$ cat config.mk
export PLATFORM = sky130hd
export DESIGN_NAME = osw_ctrl
export DESIGN_NICKNAME = d
export VERILOG_FILES = /design/src/rtl/osw_pkg.sv /design/src/rtl/osw_prescaler.sv /design/src/rtl/osw_down_cnt.sv /design/src/rtl/osw_ctrl.sv
export SDC_FILE = /design/constraint.sdc
export NUM_CORES = 1
export LEC_CHECK = 0
export BUFFER_PORTS_ARGS = -buffer_cell sky130_fd_sc_hd__buf_2
export CAP_MARGIN = 20
export CORE_MARGIN = 2
export CORE_UTILIZATION = 33
export CTS_BUF_LIST = sky130_fd_sc_hd__clkbuf_4
export CTS_CLUSTER_SIZE = 25
export DETAILED_ROUTE_END_ITERATION = 6
export GPL_TIMING_DRIVEN = 0
export MAX_ROUTING_LAYER = met4
export PLACE_DENSITY = 0.47
export SLEW_MARGIN = 20
export SYNTH_ARGS = -nofsm -noshare
export SYNTH_HDL_FRONTEND = slang
export SYNTH_HIERARCHICAL = 1
export SYNTH_SLANG_ARGS = --single-unit
export TNS_END_PERCENT = 50
$ cat constraint.sdc
create_clock -name clk -period 5.5 [get_ports clk]
set_clock_uncertainty 0.15 [all_clocks]
set_input_delay 0.275 -clock clk [delete_from_list [all_inputs] [get_ports clk]]
set_output_delay 0.275 -clock clk [all_outputs]
set_load 0.05 [all_outputs]
$ cat src/rtl/osw_pkg.sv
package osw_pkg;

    typedef enum logic [1:0] {
        ST_RUN       = 2'd0,
        ST_RST_WAIT  = 2'd1,
        ST_STOP_IDLE = 2'd2,
        ST_STOP_WAIT = 2'd3
    } state_t;

    typedef struct packed {
        state_t state;
    } ctrl_t;

endpackage

$ cat src/rtl/osw_prescaler.sv
module osw_prescaler #(
    parameter int DIV_SLOW = 16,
    parameter int DIV_FAST = 2
) (
    input  logic clk,
    input  logic rst_n,
    input  logic clear,
    input  logic run,
    input  logic fast_sel,
    output logic tick
);
    localparam int PW = $clog2(DIV_SLOW);
    localparam logic [PW-1:0] LIM_SLOW = PW'(DIV_SLOW - 1);
    localparam logic [PW-1:0] LIM_FAST = PW'(DIV_FAST - 1);

    logic [PW-1:0] pre_d, pre_q;
    logic [PW-1:0] limit;

    always_comb begin
        limit = fast_sel ? LIM_FAST : LIM_SLOW;
        tick  = run && (pre_q == limit);
        pre_d = pre_q;
        if (clear) begin
            pre_d = '0;
        end else if (run) begin
            pre_d = tick ? '0 : pre_q + 1'b1;
        end
    end

    always_ff @(posedge clk) begin
        if (!rst_n) pre_q <= '0;
        else        pre_q <= pre_d;
    end
endmodule

$ cat src/rtl/osw_down_cnt.sv
module osw_down_cnt #(
    parameter int CNT_W = 8,
    parameter logic [CNT_W-1:0] PRESET = '1
) (
    input  logic clk,
    input  logic rst_n,
    input  logic load,
    input  logic tick_in,
    output logic ovf
);
    logic [CNT_W-1:0] cnt_d, cnt_q;

    always_comb begin
        ovf   = tick_in && (cnt_q == '0);
        cnt_d = cnt_q;
        if (load) begin
            cnt_d = PRESET;
        end else if (tick_in) begin
            cnt_d = (cnt_q == '0) ? PRESET : cnt_q - 1'b1;
        end
    end

    always_ff @(posedge clk) begin
        if (!rst_n) cnt_q <= PRESET;
        else        cnt_q <= cnt_d;
    end
endmodule

$ cat src/rtl/osw_ctrl.sv
module osw_ctrl #(
    parameter int CNT_W = 8,
    parameter logic [CNT_W-1:0] LO_PRESET = 8'hFF,
    parameter logic [CNT_W-1:0] HI_PRESET = 8'h07,
    parameter int DIV_SLOW = 16,
    parameter int DIV_FAST = 2
) (
    input  logic clk,
    input  logic rst_n,
    input  logic stop_req,
    input  logic wake,
    input  logic src_sel,
    output logic clk_en
);
    import osw_pkg::*;

    localparam int NSTAGE = 2;

    ctrl_t ctrl_d, ctrl_q;
    logic  hold;
    logic  running;
    logic  fast_sel;
    logic [NSTAGE:0] stage_tick;

    always_comb begin
        hold     = (ctrl_q.state == ST_RUN) || (ctrl_q.state == ST_STOP_IDLE);
        running  = (ctrl_q.state == ST_RST_WAIT) || (ctrl_q.state == ST_STOP_WAIT);
        fast_sel = (ctrl_q.state == ST_STOP_WAIT) && src_sel;
        ctrl_d   = ctrl_q;
        unique case (ctrl_q.state)
            ST_RUN:       if (stop_req) ctrl_d.state = ST_STOP_IDLE;
            ST_STOP_IDLE: if (wake)     ctrl_d.state = ST_STOP_WAIT;
            ST_RST_WAIT,
            ST_STOP_WAIT: if (stage_tick[NSTAGE]) ctrl_d.state = ST_RUN;
            default:      ctrl_d.state = ST_RST_WAIT;
        endcase
    end

    always_ff @(posedge clk) begin
        if (!rst_n) ctrl_q.state <= ST_RST_WAIT;
        else        ctrl_q       <= ctrl_d;
    end

    assign clk_en = (ctrl_q.state == ST_RUN);

    osw_prescaler #(
        .DIV_SLOW (DIV_SLOW),
        .DIV_FAST (DIV_FAST)
    ) pre_i (
        .clk      (clk),
        .rst_n    (rst_n),
        .clear    (hold),
        .run      (running),
        .fast_sel (fast_sel),
        .tick     (stage_tick[0])
    );

    for (genvar i = 0; i < NSTAGE; i++) begin : g_stage
        localparam logic [CNT_W-1:0] STAGE_PRESET = (i == 0) ? LO_PRESET : HI_PRESET;
        osw_down_cnt #(
            .CNT_W  (CNT_W),
            .PRESET (STAGE_PRESET)
        ) cnt_i (
            .clk     (clk),
            .rst_n   (rst_n),
            .load    (hold),
            .tick_in (stage_tick[i]),
            .ovf     (stage_tick[i+1])
        );
    end
endmodule

==> summary.md, run 1 <==
| Metric | Value |
|---|---|
| Core ar. | `around 3300 sq um` |
| Reg-to-Reg Start | `ctrl_q[0]$_SDFFE_PN1P_` |
| Initial antenna violation count | `0` |
| Skew-Pair Late Insertion Delay | `0.32 ns` |
| Tot Pwr | `0.267 mW` |
| Wirelength per Cell | `11.6 um` |
| Top delay family on crit path | `simple AND/OR/NAND/NOR gates` |
| DR pass1 iterations | `4` |
| Clk slew on worst S/H paths | `between 0.1 and 0.15 ns` |
| Cells after Synth | `roughly 130` |
| CP startpoint | `ctrl_q[0]$_SDFFE_PN1P_` |
| Finished Core Util | `between 30 and 40%` |
| Synth Flop Type | `dfxtp_1` |
| Rows | `21` |
| RePlAce Congestion | `between 0.7 and 0.8` |
| DR vias | `923` |
| Sequential Area | `around 440 sq um` |
| Part of the power in the clock network | `between 20 and 30%` |
| Layout area overhead | `9.44%` |
| Post-placement cell area | `1240 sq um` |
| Cells after DPL | `around 180` |
| Vias in the first global route | `roughly 850` |
| Status | `finished, final reports clean` |
| Startpoint type of the worst setup path | `flop` |
| Hold-critical path depth | `3` |
| Max-Cap Viols | `0` |
| Clock Sinks | `22` |
| Final cell count without fillers | `182` |
| Post-route design area | `approximately 1300 sq um` |
| Post-synthesis sequential area ratio | `between 30% and 40%` |
| Hold Path Class | `in -> reg` |
| Post-DP HPWL | `1530 um` |
| Iter 0 DRT Violations | `85` |
| Clock buffer count from CTS | `3` |
| Mapped cell area | `~1200 sq um` |
| Yosys warns | `6` |
| Crit end category | `flop` |
| GRT Residual Overflow | `0` |
| Final period util | `63.9%` |
| Pin count of the biggest net entering global routing | `13` |
| # IOs | `6` |
| Commonest non-fill, non-tap cells in the layout | `22 x dfxtp_1, 15 x nand2_1, 6 x inv_1, 6 x o21ai_0` |
| Psw | `0.0668 mW` |
| EDFF count, synth | `0` |
| Vias/cell | `5.07` |
| Multi-input logic area | `674 sq um` |
| Final WL | `about 2100 um` |
| DRC violations left | `0` |
| Fraction of registers with async set/reset | `0%` |
| Number of nets in the layout | `146` |
| Number of antenna-violating nets in the routed design | `0` |
| Largest cells by area after synthesis | `dfxtp_1 38%, nand2_1 4.9%, ha_1 4.3%, xnor2_1 3.0%, xor2_1 3.0%` |
| Worst path buffer plus inverter count | `0` |
| Worst Reg-to-Reg Cells | `9` |
| Crit path to | `g_stage[1].cnt_i/cnt_q[7]$_SDFFE_PP0P_` |
| Most frequent CP cell | `and3_2` |
| First-pass GRT wire length | `3720 um` |
| All-Layer GR Usage | `12.0%` |
| Die ar. | `3980 sq um` |
| Post-CTS sizing | `0` |
| Worst slew pin tran | `about 0.40 ns` |
| Ant diodes | `0` |
| Maximum fanout along the worst path | `9` |
| Max_slew headroom | `between 70 and 80%` |
| Setup violators final | `0` |
| Starting Density | `34.6%` |
| Die height | `63.1 um` |
| CTS tree | `done` |
| Hold-fix buffers, CTS | `0` |
| Fill cells | `375` |
| Sequential power share | `63.3%` |
| Synth Net Count | `136` |
| Post-CTS setup buffer count | `0` |
| Crit Path Category | `reg -> reg` |
| Internal | `0.200 mW` |
| Final Hold Violating Endpoints | `0` |
| Combinational fraction of design power | `6.9%` |
| Worst path max stage delay | `0.51 ns` |
| Most common cell after layout, fill and taps aside | `dfxtp_1` |
| Chip Width | `63.1 um` |
| Layout cell share with drive strength beyond 1 | `14.0%` |
| RSZ-0062 raised after global routing | `no` |
| Clock Tree Buf Depth | `2` |
| Leading area contributor after synthesis | `dfxtp_1` |
| Crit-path slowest cell | `or4b_4` |
| H-tree Lvls | `1` |
| Yosys reg bits | `22` |
| R2R setup slack | `roughly 2 ns` |
| Top-area cell type share of the netlist area | `38.2%` |
| Critical path, cell by cell | `and3_2 -> or4b_1 -> nand2_1 -> and3_1 -> nor3b_4 -> and3_2 -> or4b_4 -> or4_1 -> mux2i_1` |
| Worst endpoint required time | `5.58 ns` |
| # port buffers | `5` |
| Min Tclk post-route | `approximately 3.5 ns` |
| Maximum vdd drop | `between 0.00008 and 0.00009 V` |
| Final Max Tran Viols | `0` |
| Fmax | `285 MHz` |
| Data arrival time of the worst path | `~3.6 ns` |
| Count of different cell masters after synthesis | `46` |
| Critical Path Stages | `9` |
| Switch share | `25.0%` |
| Leakage power | `0.537 nW` |
| PwrDens | `~210 nW/um^2` |
| CTS root buf | `clkbuf_4` |
| Critical R2R Capture | `g_stage[1].cnt_i/cnt_q[7]$_SDFFE_PP0P_` |
| Mean Syn Cell Area | `9.08 sq um` |
| Setup TNS | `0 ns` |
-- power groups by stage --
stage	Combinational (mW)	Clock [mW]	Sequential (mW)
global route	0.0214	0.0913	0.170
finish	0.0185	0.0795	0.169
global placement	0.0180	0	0.173
CTS	0.0188	0.0846	0.169
detailed placement	0.0186	0	0.173
floorplan	0.0141	0	0.171
-- kinds of logic after synthesis --
logic type	after synthesis	share of synthesized area [%]
AOI/OAI and AO/OA	27	16.8
adders and majority gates	4	4.34
muxes	1	0.868
buffers and inverters	10	3.36
DFF	22	38.2
and+or+nand+nor	55	30.4
xor gates and xnor gates	8	6.07
-- worst register-to-register path: stages, from the launching register on --
cell and delay (ns):
dfxtp_1 0.43, and3_2 0.21, or4b_1 0.43, nand2_1 0.12, and3_1 0.30, nor3b_4 0.39, and3_2 0.32, or4b_4 0.51
or4_1 0.44, mux2i_1 0.13
-- stage by stage --
step                      setup slack [ns]  hold WS, ns
after global routing                  1.81       0.0273
after CTS                             1.95       0.0303
after floorplan                       2.31        0.201
after detailed placement              1.99        0.335
final                                 1.99       0.0431
after global placement                2.02        0.324
-- how the worst min path moves through the flow --
stage                     slack [ns]                                   start                                      to
after detailed placement        0.33  g_stage[1].cnt_i/cnt_q[4]$_SDFFE_PP0P_  g_stage[1].cnt_i/cnt_q[4]$_SDFFE_PP0P_
after CTS                       0.03                                    wake                  ctrl_q[0]$_SDFFE_PN1P_
after floorplan                 0.20                                   rst_n                  ctrl_q[0]$_SDFFE_PN1P_
final                           0.04                                    wake                  ctrl_q[0]$_SDFFE_PN1P_
after global routing            0.03                                   rst_n                  ctrl_q[0]$_SDFFE_PN1P_
after global placement          0.32  g_stage[1].cnt_i/cnt_q[2]$_SDFFE_PP1P_  g_stage[1].cnt_i/cnt_q[2]$_SDFFE_PP1P_
-- flip-flops by register name, summed over array words and instances, names as in the netlist --
signal / cells
g_stage.cnt_i/cnt_q: 16
pre_i/pre_q: 4
ctrl_q: 2
-- cells in the mapped netlist (2+ instances only) --
cell type,number
nor3b_1,2
ha_1,4
o21ai_0,6
o21bai_1,2
nand2b_1,4
nand3_1,2
xnor2_1,4
a31oi_1,3
nor4bb_1,2
nand3b_1,4
nor2b_1,3
nand2_1,15
xor2_1,4
o31ai_1,2
clkbuf_1,3
inv_1,6
o41ai_1,2
nand4b_1,2
and3_2,2
nor3_1,2
dfxtp_1,22
or3_1,2
nor2_1,5
a21oi_1,2
-- final cells by class --
cell class / instances / share of cell area [%]
Clock inverter: 1 / 0.297
Tap cell: 46 / 4.56
Timing Repair Buffer: 5 / 1.98
Multi-Input combinational cell: 95 / 53.4
Buffer: 4 / 1.29
Clock buffer: 3 / 1.78
Inverter: 6 / 1.78
Sequential cell: 22 / 34.9
-- routing by layer --
metal / vias up / GRT usage [%] / wire (um)
met3: 2 / 2.68 / 51
met5: - / - / 0
li1: 485 / - / -
met1: 427 / 16.0 / 1130
met2: 9 / 17.3 / 907
met4: 0 / 5.83 / 20
No activity file was read; power rests on OpenSTA's default activity.
==> inputs of run 2 (changes only) <==
PLACE_DENSITY = 0.49   (was 0.47)
clock period = 2.97 ns   (was 5.5 ns; I/O delays follow)
==> summary.md, run 2 (same netlist as run 1, synthesis figures left out) <==
| Metric | Value |
|---|---|
| Min Tclk post-route | `2.99 ns` |
| Layout cell share with drive strength beyond 1 | `between 20% and 30%` |
| Crit-path slowest cell | `or4b_4` |
| Crit Path Category | `reg -> reg` |
| Worst endpoint required time | `3.03 ns` |
| Chip Width | `~63 um` |
| Die ar. | `3980 sq um` |
| M1 WL | `1150 um` |
| # IOs | `6` |
| Crit end category | `flop` |
| Finished Core Util | `40.9%` |
| Post-placement cell area | `1250 sq um` |
| Starting Density | `34.6%` |
| Max_slew headroom | `73.5%` |
| Clock Sinks | `22` |
| Leakage power | `0.583 nW` |
| DR pass1 iterations | `4` |
| Final Max Tran Viols | `0` |
| Clock Tree Buf Depth | `2` |
| Largest register FFs | `16` |
| Clock buffer count from CTS | `3` |
| Vias/cell | `5.00` |
| Failing checks | `negative setup slack` |
| Pin count of the biggest net entering global routing | `12` |
| Worst slew pin tran | `0.396 ns` |
| # port buffers | `5` |
| First-pass GRT wire length | `4020 um` |
| RSZ-0062 raised after global routing | `yes` |
| Startpoint type of the worst setup path | `flop` |
| Final worst setup slack | `-0.0187 ns` |
| PwrDens | `around 360 nW/um^2` |
| Max layer used | `met4` |
| Number of antenna-violating nets in the routed design | `0` |
| Maximum fanout along the worst path | `4` |
| Data arrival time of the worst path | `3.05 ns` |
| Setup violators final | `1` |
| Fill cells | `342` |
| CTS tree | `done` |
| Wirelength per Cell | `11.8 um` |
| DR WL met3 | `53 um` |
| Largest regs | `g_stage.cnt_i/cnt_q: 16 flops, pre_i/pre_q: 4 flops, ctrl_q: 2 flops` |
| Hold Path Class | `reg -> reg` |
| Critical path, cell by cell | `and3_4 -> or4b_4 -> nand2_2 -> and3_4 -> nor3b_4 -> and3_4 -> or4b_4 -> or4_4 -> mux2i_1` |
| Iter 0 DRT Violations | `24` |
| Final Hold Violating Endpoints | `0` |
| Clk slew on worst S/H paths | `0.13 ns` |
| Status | `finished, violations left` |
| GRT Residual Overflow | `0` |
| Worst path buffer plus inverter count | `0` |
| CTS root buf | `clkbuf_4` |
| Most frequent CP cell | `and3_4` |
| Number of nets in the layout | `156` |
| Biggest register | `g_stage.cnt_i/cnt_q` |
| DR vias | `955` |
| Skew-Pair Late Insertion Delay | `0.30 ns` |
| Post-route design area | `roughly 1400 sq um` |
| H-tree Lvls | `1` |
| Core ar. | `3340 sq um` |
| Most common cell after layout, fill and taps aside | `dfxtp_1` |
| Worst path max stage delay | `just under 0.5 ns` |
| Commonest non-fill, non-tap cells in the layout | `20 x dfxtp_1, 14 x nand2_1, 7 x buf_4, 6 x inv_1, 6 x o21ai_0` |
| Initial antenna violation count | `0` |
| Maximum vdd drop | `between 0.0002 and 0.00025 V` |
| Vias in the first global route | `927` |
| Final period util | `101%` |
| Max-Cap Viols | `0` |
| Rows | `21` |
| Fmax | `335 MHz` |
| Layout area overhead | `18.4%` |
| DRC violations left | `0` |
| Top delay family on crit path | `simple AND/OR/NAND/NOR gates` |
| RePlAce Congestion | `0.697` |
| Die height | `between 60 and 70 um` |
| Final WL | `2250 um` |
| All-Layer GR Usage | `12.8%` |
| Ant diodes | `0` |
| Setup slack at placement | `-0.347 ns` |
| Post-DP HPWL | `1510 um` |
| Routed wire length on met2 | `1030 um` |
-- run 2: cell count changes in the layout (fill, tap and decap cells not counted), moves of 2 or more --
cell / before / now
dfxtp_1: 22 / 20
and3_4: 0 / 3
dlygate4sd3_1: 0 / 3
dfxtp_2: 0 / 2
and3_2: 2 / 0
buf_4: 0 / 7
-- run 2: timing repair --
| item | CTS | global route |
|---|---|---|
| buffers inserted | 6 | 1 |
| pin swaps | 1 | 0 |
| hold endpoints to repair | 2 | 0 |
| hold buffers | 3 | 0 |
| gates cloned | 0 | 0 |
| gates resized for setup | 3 | 0 |
| endpoints found under the setup margin | 7 | 2 |
-- run 2: worst reg2reg max path, delay by kind of cell, from the launching register on --
family | cells | cell delay, ns
mux | 1 | 0.13
simple gates | 8 | 2.25
flops | 1 | 0.35
-- run 2: where the power goes --
group / internal, mW / switching [mW] / leakage [nW] / total, mW
Clock: 0.0473 / 0.0924 / 0.0138 / 0.140
Combinational: 0.0206 / 0.0168 / 0.391 / 0.0374
Sequential: 0.304 / 0.0109 / 0.179 / 0.314
Total: 0.371 / 0.120 / 0.583 / 0.491
-- run 2: final cells by class --
cell class / count / area, sq um / area share [%]
plain buffers: 4 / 16.3 / 1.19
clock buffers: 3 / 22.5 / 1.65
inverters: 6 / 22.5 / 1.65
multi-input cells: 95 / 697 / 51.0
flip-flops and latches: 22 / 443 / 32.4
well taps: 46 / 57.6 / 4.21
repair buffers: 15 / 108 / 7.88
-- run 2: path summary, 6_finish.rpt --
kind	startpoint	endpoint	slack, ns	depth (start not counted)
setup / recovery	ctrl_q[0]$_SDFFE_PN1P_	g_stage[1].cnt_i/cnt_q[7]$_SDFFE_PP0P_	-0.02	9
hold / removal	g_stage[1].cnt_i/cnt_q[7]$_SDFFE_PP0P_	g_stage[1].cnt_i/cnt_q[7]$_SDFFE_PP0P_	0.35	2
setup reg to reg	ctrl_q[0]$_SDFFE_PN1P_	g_stage[1].cnt_i/cnt_q[7]$_SDFFE_PP0P_	-0.02	9
hold reg to reg	g_stage[1].cnt_i/cnt_q[7]$_SDFFE_PP0P_	g_stage[1].cnt_i/cnt_q[7]$_SDFFE_PP0P_	0.35	2
-- run 2: metal layers --
metal	up-vias	GRT usage [%]
li1	502	-
met1	440	16.3
met2	11	20.2
met3	2	1.61
met4	0	5.83
met5	-	-
-- run 2: through the flow --
stage | power, mW | hold slack, ns | setup TNS (ns) | std cells
after floorplan | 0.343 | 0.0748 | -0.116 | 127
after CTS | 0.499 | 0.350 | -0.0242 | 190
final | 0.491 | 0.345 | -0.0187 | 191
after global routing | 0.519 | 0.385 | -0.136 | 191
after global placement | 0.353 | 0.248 | -0.880 | 178
after detailed placement | 0.354 | 0.251 | -0.971 | 178
